<file path="src/rtl/pla_pkg.sv">
// Package: map index arithmetic shared by the array's submodules.
// Assumes the map layout of the brief: AND plane first, then OR plane.
package pla_pkg;

    // Index of the AND-plane bit for term t, input i, polarity comp (1 = inverted).
    function automatic int unsigned and_idx(int unsigned n_in, int unsigned t,
                                            int unsigned i, int unsigned comp);
        return t * 2 * n_in + 2 * i + comp;
    endfunction

    // Number of bits in the whole AND plane.
    function automatic int unsigned and_bits(int unsigned n_in, int unsigned n_term);
        return n_term * 2 * n_in;
    endfunction

    // Number of bits in the whole OR plane.
    function automatic int unsigned or_bits(int unsigned n_term, int unsigned n_out);
        return n_out * n_term;
    endfunction

endpackage

</file>
<file path="src/rtl/pla_cfg_chain.sv">
// Module: serial configuration chain holding the full connection map.
// Shifts toward index 0, so the first bit loaded ends at index 0 after
// TOTAL shifts. Holds its content while shift_en is low.
module pla_cfg_chain #(
    parameter int unsigned TOTAL = 320
) (
    input  logic             clk,
    input  logic             rst_n,
    input  logic             shift_en,
    input  logic             shift_din,
    output logic [TOTAL-1:0] map_q
);

    // Clear on reset, otherwise shift one bit in per enabled clock.
    always_ff @(posedge clk) begin
        if (!rst_n) begin
            map_q <= '0;
        end else if (shift_en) begin
            map_q <= {shift_din, map_q[TOTAL-1:1]};
        end
    end


    map_clear_chk: assert property (@(posedge clk) !rst_n |=> map_q == '0);


    shift_entry_chk: assert property (@(posedge clk) disable iff (!rst_n)
        shift_en |=> map_q[TOTAL-1] == $past(shift_din));


    map_hold_chk: assert property (@(posedge clk) disable iff (!rst_n)
        !shift_en |=> $stable(map_q));

endmodule

</file>
<file path="src/rtl/pla_and_plane.sv">
// Module: AND plane. Each term ANDs the literals its mask selects.
// Literal 2i is in[i], literal 2i+1 is ~in[i]. An unselected literal
// is treated as 1, so an empty mask yields a term of 1.
module pla_and_plane #(
    parameter int unsigned N_IN   = 8,
    parameter int unsigned N_TERM = 16
) (
    input  logic [N_IN-1:0]          in_vec,
    input  logic [N_TERM*2*N_IN-1:0] and_mask,
    output logic [N_TERM-1:0]        term_o
);
    localparam int unsigned LITS = 2 * N_IN;

    logic [LITS-1:0] lits;

    // Build the true/complement literal pair for every input.
    always_comb begin
        for (int i = 0; i < N_IN; i++) begin
            lits[2*i]   = in_vec[i];
            lits[2*i+1] = ~in_vec[i];
        end
    end

    for (genvar t = 0; t < N_TERM; t++) begin : g_term
        localparam int unsigned BASE = pla_pkg::and_idx(N_IN, t, 0, 0);
        logic [LITS-1:0] sel;
        assign sel = and_mask[BASE +: LITS];
        // Unselected literals pass 1; selected ones must be true.
        assign term_o[t] = &(lits | ~sel);
    end

endmodule

</file>
<file path="src/rtl/pla_or_plane.sv">
// Module: OR plane. Each output ORs the terms its mask connects and is
// forced to 0 while hold is high. An empty mask yields 0.
module pla_or_plane #(
    parameter int unsigned N_TERM = 16,
    parameter int unsigned N_OUT  = 4
) (
    input  logic [N_TERM-1:0]       term_i,
    input  logic [N_OUT*N_TERM-1:0] or_mask,
    input  logic                    hold,
    output logic [N_OUT-1:0]        out_vec
);

    for (genvar o = 0; o < N_OUT; o++) begin : g_out
        logic [N_TERM-1:0] conn;
        assign conn = or_mask[o*N_TERM +: N_TERM];
        // Collect connected terms unless the map is being loaded.
        assign out_vec[o] = !hold && (|(term_i & conn));
    end

endmodule

</file>
<file path="src/rtl/pla_array.sv">
// Module: top of the programmable AND-OR array. A serial chain holds
// the AND-plane mask (low indices) and the OR-plane mask (high indices).
// Assumes cfg_en and cfg_din are synchronous to clk; in_vec may change freely.
module pla_array #(
    parameter int unsigned N_IN   = 8,
    parameter int unsigned N_TERM = 16,
    parameter int unsigned N_OUT  = 4
) (
    input  logic             clk,
    input  logic             rst_n,
    input  logic             cfg_en,
    input  logic             cfg_din,
    input  logic [N_IN-1:0]  in_vec,
    output logic [N_OUT-1:0] out_vec
);
    localparam int unsigned AND_W = pla_pkg::and_bits(N_IN, N_TERM);
    localparam int unsigned OR_W  = pla_pkg::or_bits(N_TERM, N_OUT);
    localparam int unsigned TOTAL = AND_W + OR_W;

    logic [TOTAL-1:0]  map_q;
    logic [AND_W-1:0]  and_mask;
    logic [OR_W-1:0]   or_mask;
    logic [N_TERM-1:0] terms;

    assign and_mask = map_q[AND_W-1:0];
    assign or_mask  = map_q[TOTAL-1:AND_W];

    pla_cfg_chain #(.TOTAL(TOTAL)) u_chain (
        .clk      (clk),
        .rst_n    (rst_n),
        .shift_en (cfg_en),
        .shift_din(cfg_din),
        .map_q    (map_q)
    );

    pla_and_plane #(.N_IN(N_IN), .N_TERM(N_TERM)) u_and (
        .in_vec  (in_vec),
        .and_mask(and_mask),
        .term_o  (terms)
    );

    pla_or_plane #(.N_TERM(N_TERM), .N_OUT(N_OUT)) u_or (
        .term_i (terms),
        .or_mask(or_mask),
        .hold   (cfg_en),
        .out_vec(out_vec)
    );


    load_quiet_chk: assert property (@(posedge clk) disable iff (!rst_n)
        cfg_en |-> out_vec == '0);

    for (genvar t = 0; t < N_TERM; t++) begin : g_term_chk
        // Check empty and self-contradicting terms against the mask.
        always_comb begin
            logic clash;
            clash = 1'b0;
            for (int i = 0; i < N_IN; i++) begin
                clash = clash | (and_mask[pla_pkg::and_idx(N_IN, t, i, 0)] &
                                 and_mask[pla_pkg::and_idx(N_IN, t, i, 1)]);
            end

            if (and_mask[t*2*N_IN +: 2*N_IN] == '0) empty_term_chk: assert (terms[t] == 1'b1);

            if (clash) clash_term_chk: assert (terms[t] == 1'b0);
        end
    end

    for (genvar o = 0; o < N_OUT; o++) begin : g_out_chk
        // an output with nothing connected stays low.
        always_comb begin
            if (or_mask[o*N_TERM +: N_TERM] == '0) empty_out_chk: assert (out_vec[o] == 1'b0);
        end
    end

endmodule

</file>
<file path="config.mk">
export PLATFORM = sky130hd
export DESIGN_NAME = pla_array
export DESIGN_NICKNAME = d
export VERILOG_FILES = /design/src/rtl/pla_pkg.sv /design/src/rtl/pla_cfg_chain.sv /design/src/rtl/pla_and_plane.sv /design/src/rtl/pla_or_plane.sv /design/src/rtl/pla_array.sv
export SDC_FILE = /design/constraint.sdc
export NUM_CORES = 1
export LEC_CHECK = 0
export ABC_AREA = 1
export CAP_MARGIN = 10
export CORE_ASPECT_RATIO = 1.1
export CORE_UTILIZATION = 38
export DETAILED_ROUTE_END_ITERATION = 8
export PLACE_DENSITY = 0.5
export SYNTH_ARGS = -nofsm -noshare
export SYNTH_HDL_FRONTEND = slang
export SYNTH_SLANG_ARGS = --single-unit
</file>
<file path="constraint.sdc">
create_clock -name clk -period 2.7 [get_ports clk]
set_input_delay 0.405 -clock clk [delete_from_list [all_inputs] [get_ports clk]]
set_output_delay 0.405 -clock clk [all_outputs]
set_load 0.01 [all_outputs]
</file>
==> reports/qor.txt, run 1 <==
Placed Area -> 14000 µm²
# IOs -> 16
synth unique cells -> 20
mux share of post-synthesis cell area -> 0%
drt drc -> 0
total power -> 11.5 mW
largest net degree at the start of global routing -> 206
Via Count -> 11800
htree depth -> 2
most frequent cells in the layout -> nor2_1 (421), o21ai_0 (327), dfxtp_1 (320)
Synth Area in Compound Gates -> 18.0%
CP startpoint -> in_vec[6]
ys flop type -> dfxtp_1
CP Capture Type -> output port
Final Skew -> 0.00995 ns
xor/xnor cell area share of the yosys netlist -> 0%
Final GP Congestion -> 0.828
P_sw -> 3.07 mW
post-synthesis register bit count -> 320
Initial Util -> 38.8%
cell internal pwr -> 8.45 mW
diode count -> 0
final worst slack -> 0.130 ns
Avg Vias per Cell -> 5.02
core area -> 34400 µm²
clk_lat worst skew -> 0.52 ns
clock root buffer master -> clkbuf_16
max-cap violations -> 0
clk sinks -> 320
CP Max Fanout -> 17
worst rel slew slack -> 44.6%
vias in the first global route -> 11200
syn_area_per_cell -> 7.04 µm²
most used routing layer -> met2
DR WL/cell -> 16.1 µm
GRT Total Usage -> 21.3%
routing usage on met3 -> 2.84%
part of the power in registers -> 45.4%
Post-Synth Simple-Gate Area -> 26.4%
Hold Crit Start -> cfg_en
R2R Path Start -> u_chain.map_q[204]$_SDFFE_PN0P_
worst path cell trace -> clkdlybuf4s15_1, buf_12, nand2_1, nand4_1, nor2_1, buf_4, nand3_1, nand2_1, nor2_1, nand2_1, nor2_1, nor2_2, clkdlybuf4s15_2
die area -> 35800 µm²
Overflow after GRT -> 0
fin area -> 15300 µm²
met2 GRT Util -> 35.9%
Fmax -> 0.389 GHz
number of buffers created by CTS -> 38
Worst Max-Slew Pin Slew -> 0.831 ns
Clk pwr share -> 43.2%
synthesized area -> 13300 µm²
Synth warnings -> 0
final net count -> 1888
number of flops mapped to enable cells by yosys -> 0
Peak VDD IR -> 358 µV
row cnt -> 71
Post-synth ARST share -> 0%
synthesis-to-layout area growth -> 15.0%
largest family of logic cells by synthesized area -> simple AND/OR/NAND/NOR gates
P per Cell Area -> 752 nW/µm²
setup slack at placement -> -0.545 ns
initial DRC count -> 882
CTS tree -> done
RSZ-0062 raised after global routing -> false
Max Slew Vio Count -> 0
drt pass-1 iters -> 5
leakage power -> 6.54 nW
Crit Path Category -> input pin to output port
min Tclk post-route -> 2.57 ns
CP max stage delay -> 0.26 ns
deepest clock path buffer count -> 3
Synth Area in Adders -> 0%
CP max stage cell -> clkdlybuf4s15_1
Arr. time, crit path -> 2.17 ns
Die H -> 198 µm
Seq/Total Area, Yosys -> 48.1%
IO Port Bufs -> 15
final WL -> 37.8 mm
# setup viols final -> 0
Antenna Nets Post-Route -> 0
initial antenna violation count -> 0
Startpoint Class -> input pin
largest registers -> u_chain.map_q x320
final worst path period share -> 95.2%
Critical Path RT -> 2.30 ns
Biggest register -> u_chain.map_q
setup_tns -> 0 ns
hold_buf cts -> 0
max FFs per register -> 320
outcome -> finished, final reports clean
worst hold slack -> 0.345 ns
most common cell after layout, fill and taps aside -> nor2_1
Syn Inst Count -> 1894
Reg clk slew, reported paths -> 0.05 ns
layout cell share with drive strength beyond 1 -> 9.14%
switch share -> 26.7%
Gate power share -> 11.4%
die width -> 181 µm
Hold Vio Cnt, Final -> 0
Post-Syn Nets -> 1906
worst min path class -> input pin to flip-flop
met1 layer usage reported by global route -> 28.5%
hpwl dp -> 25.0 mm
first-pass GRT wire length -> 60.9 mm
==> final cells by class <==
cell class                      count  area, µm²
Multi-Input combinational cell   1347       6020
Inverter                           98        385
Sequential cell                   320       6410
Clock inverter                     14       76.3
Tap cell                          438        548
Timing Repair Buffer               71        743
Fill cell                        3519      19000
Clock buffer                       54       1150
==> power groups by stage <==
stage	clock network [mW]	registers [mW]	logic (mW)
floorplan	0	5.26	0.889
global placement	0	5.33	1.27
detailed placement	0	5.33	1.28
CTS	5.09	5.23	1.32
global route	5.31	5.27	1.49
finish	4.98	5.23	1.32
==> path summary, 6_finish.rpt <==
kind,depth (start not counted),endpoint,slack [ns]
setup / recovery,13,out_vec[1],0.13
hold / removal,2,u_chain.map_q[18]$_SDFFE_PN0P_,0.35
setup reg to reg,2,u_chain.map_q[203]$_SDFFE_PN0P_,1.71
hold reg to reg,2,u_chain.map_q[77]$_SDFFE_PN0P_,0.47
==> timing repair <==
item / 4_1_cts / 5_1_grt
gates cloned: 1 / 0
buffers inserted: 1 / 0
pin swaps: 4 / 4
gates resized for setup: 46 / 16
endpoints found under the setup margin: 4 / 4
==> critical path: cells and delay by family <==
kind                   cells  cell delay (ns)
buffers and inverters      4             0.85
and+or+nand+nor            9             0.90
==> synthesized netlist by cell type, types with 4 or more instances <==
cell type / instances / area share (%)
clkbuf_1: 75 / 2.1
inv_2: 5 / 0.14
buf_2: 36 / 1.4
dfxtp_1: 320 / 48
o21ai_0: 331 / 12
inv_1: 91 / 2.6
nand3_1: 64 / 2.4
buf_6: 13 / 1.1
and2_0: 4 / 0.19
a21oi_1: 124 / 4.7
nand4_1: 30 / 1.4
nor2_1: 424 / 12
nand2_1: 315 / 8.9
nor2_2: 29 / 1.4
o21ai_1: 24 / 0.90
==> layer usage <==
metal	wire (µm)	part of all wire (%)
met4	906	2.4
met5	0	0
met3	1290	3.4
met1	17800	47
met2	17800	47
==> logic make-up after synthesis <==
family | after synthesis
DFF | 320
AOI/OAI and AO/OA | 479
and+or+nand+nor | 868
buffers and inverters | 227
==> per-stage QoR <==
step	utilization [%]	std cells
after detailed placement	40.6	2272
after global routing	44.6	2342
after floorplan	-	1894
final	44.6	2342
after global placement	40.6	2272
after CTS	44.5	2342
Note: power is estimated with default switching activity, not from simulation.
==> inputs of run 2 (changes only) <==
- CTS_BUF_LIST: not set -> sky130_fd_sc_hd__clkbuf_16
- RECOVER_POWER: not set -> 100
==> reports/qor.txt, run 2 (same netlist as run 1, synthesis figures left out) <==
outcome -> finished with violations
failing checks -> max-capacitance violations, max-slew violations
DR WL/cell -> 16.1 µm (-0.10%)
final net count -> 1888 (unchanged)
hpwl dp -> 25.0 mm (unchanged)
final worst slack -> 0.124 ns (-0.00591 ns)
final core utilization -> 44.2% (-0.44 points)
core area -> 34400 µm² (unchanged)
GRT Total Usage -> 21.3% (about the same)
clk_lat worst skew -> 0.52 ns (about the same)
clock root buffer master -> clkbuf_16
Clk pwr share -> 42.0% (-1.2 points)
critical path endpoint -> out_vec[1]
leakage power -> 6.48 nW (-0.98%)
CP startpoint -> in_vec[6]
Final GP Congestion -> 0.828 (unchanged)
most common cell after layout, fill and taps aside -> nor2_1
Max Slew Vio Count -> 206 (+206)
Arr. time, crit path -> 2.17 ns (about the same)
# setup viols final -> 0 (unchanged)
drt drc -> 0 (unchanged)
Hold Vio Cnt, Final -> 0 (unchanged)
total power -> 11.3 mW (-2.3%)
RSZ-0062 raised after global routing -> false
vias in the first global route -> 11200 (-0.12%)
min Tclk post-route -> 2.58 ns (+0.00591 ns)
first-pass GRT wire length -> 60.9 mm (about the same)
IO Port Bufs -> 15 (unchanged)
row cnt -> 71 (unchanged)
CTS tree -> done
Critical Path RT -> 2.30 ns (about the same)
largest net degree at the start of global routing -> 206 (unchanged)
Placed Area -> 14000 µm² (unchanged)
cell internal pwr -> 8.20 mW (-3.0%)
R2R cell count -> 2 (unchanged)
max FFs per register -> 320 (unchanged)
Antenna Nets Post-Route -> 0 (unchanged)
setup_tns -> 0 ns (unchanged)
final worst path period share -> 95.4% (+0.22 points)
CP Capture Type -> output port
P per Cell Area -> 742 nW/µm² (-1.3%)
register-to-register setup slack -> 1.72 ns (about the same)
CP Max Fanout -> 17 (unchanged)
Avg Vias per Cell -> 5.02 (about the same)
htree depth -> 2 (unchanged)
layout cell share with drive strength beyond 1 -> 8.51% (-0.63 points)
number of buffers created by CTS -> 38 (unchanged)
Final Skew -> 0.00910 ns (-0.000852 ns)
P_sw -> 3.07 mW (-0.23%)
fin area -> 15200 µm² (-0.98%)
initial DRC count -> 889 (+0.79%)
Overflow after GRT -> 0 (unchanged)
cell count after placement -> 2272 (unchanged)
Startpoint Class -> input pin
part of the power in registers -> 46.4% (+1.0 points)
clk sinks -> 320 (unchanged)
worst min path class -> input pin to flip-flop
die width -> 181 µm (unchanged)
Worst Max-Slew Pin Slew -> 1.83 ns (+1.00 ns)
die area -> 35800 µm² (unchanged)
initial antenna violation count -> 0 (unchanged)
largest registers -> u_chain.map_q x320
deepest clock path buffer count -> 3 (unchanged)
final WL -> 37.8 mm (about the same)
drt pass-1 iters -> 5 (unchanged)
worst rel slew slack -> -22.2% (-67 points)
max-cap violations -> 1 (+1)
setup slack at placement -> -0.545 ns (unchanged)
Crit Path Category -> input pin to output port
R2R Path End -> u_chain.map_q[203]$_SDFFE_PN0P_
Biggest register -> u_chain.map_q
Layout Cells excl Fill -> 2343 (+0.043%)
most frequent cells in the layout -> nor2_1 (420), o21ai_0 (327), dfxtp_1 (320)
Fmax -> 0.388 GHz (-0.23%)
synthesis-to-layout area growth -> 13.9%
Initial Util -> 38.8% (unchanged)
Via Count -> 11800 (+0.085%)
Peak VDD IR -> 359 µV (+0.22%)
Gate power share -> 11.6% (+0.2 points)
Reg clk slew, reported paths -> 0.05 ns (about the same)
hold_buf cts -> 0 (unchanged)
switch share -> 27.2% (+0.56 points)
# IOs -> 16 (unchanged)
R2R Path Start -> u_chain.map_q[204]$_SDFFE_PN0P_
Filler cells -> 3539 (+0.57%)
Die H -> 198 µm (unchanged)
worst hold slack -> 0.336 ns (-0.00934 ns)
## run 2: worst min path at each step
stage	from	end	depth (start not counted)	slack, ns
floorplan	u_chain.map_q[107]$_SDFFE_PN0P_	u_chain.map_q[106]$_SDFFE_PN0P_	2	0.44
global placement	u_chain.map_q[127]$_SDFFE_PN0P_	u_chain.map_q[126]$_SDFFE_PN0P_	2	0.46
detailed placement	u_chain.map_q[30]$_SDFFE_PN0P_	u_chain.map_q[29]$_SDFFE_PN0P_	2	0.45
CTS	cfg_en	u_chain.map_q[206]$_SDFFE_PN0P_	2	0.33
global route	cfg_en	u_chain.map_q[18]$_SDFFE_PN0P_	2	0.35
finish	cfg_en	u_chain.map_q[18]$_SDFFE_PN0P_	2	0.34
## run 2: metal layers
metal,track usage [%],up-vias,part of all wire [%]
met5,0,-,0
met4,6.30,0,2.5
met3,2.86,47,3.3
met2,35.8,181,47
met1,28.6,5431,47
li1,-,6111,-
## run 2: worst max-delay path: stages
cell	delay, ns
clkdlybuf4s15_1	0.26
buf_12	0.20
nand2_1	0.07
nand4_1	0.16
nor2_1	0.17
buf_4	0.15
nand3_1	0.07
nand2_1	0.08
nor2_1	0.06
nand2_1	0.10
nor2_1	0.06
nor2_2	0.13
clkdlybuf4s15_2	0.24
## run 2: repair_timing
item,in CTS,in global routing
buffers inserted,1,0
endpoints found under the setup margin,4,4
gates cloned,1,0
resized for setup,46,17
pin swaps,4,5
## run 2: area by class of cell
class	instances	area, µm²	share of cell area [%]
flip-flops and latches	320	6410	42.2
multi-input cells	1347	6020	39.7
clock buffers	41	1030	6.76
repair buffers	71	668	4.40
well taps	438	548	3.61
inverters	98	385	2.54
clock inverters	27	125	0.824
diodes	1	2.50	0.0165
## run 2: power by group through the flow
stage	clock, mW	sequential, mW	combinational [mW]
finish	4.73	5.23	1.30
global route	5.06	5.27	1.48
CTS	4.84	5.23	1.32
detailed placement	0	5.33	1.28
global placement	0	5.33	1.27
floorplan	0	5.26	0.889
==> inputs of run 3 (changes only) <==
- CAP_MARGIN: 10 -> not set
==> results of run 3 <==
No change in the layout: final DEF, timing and power equal those of run 2.
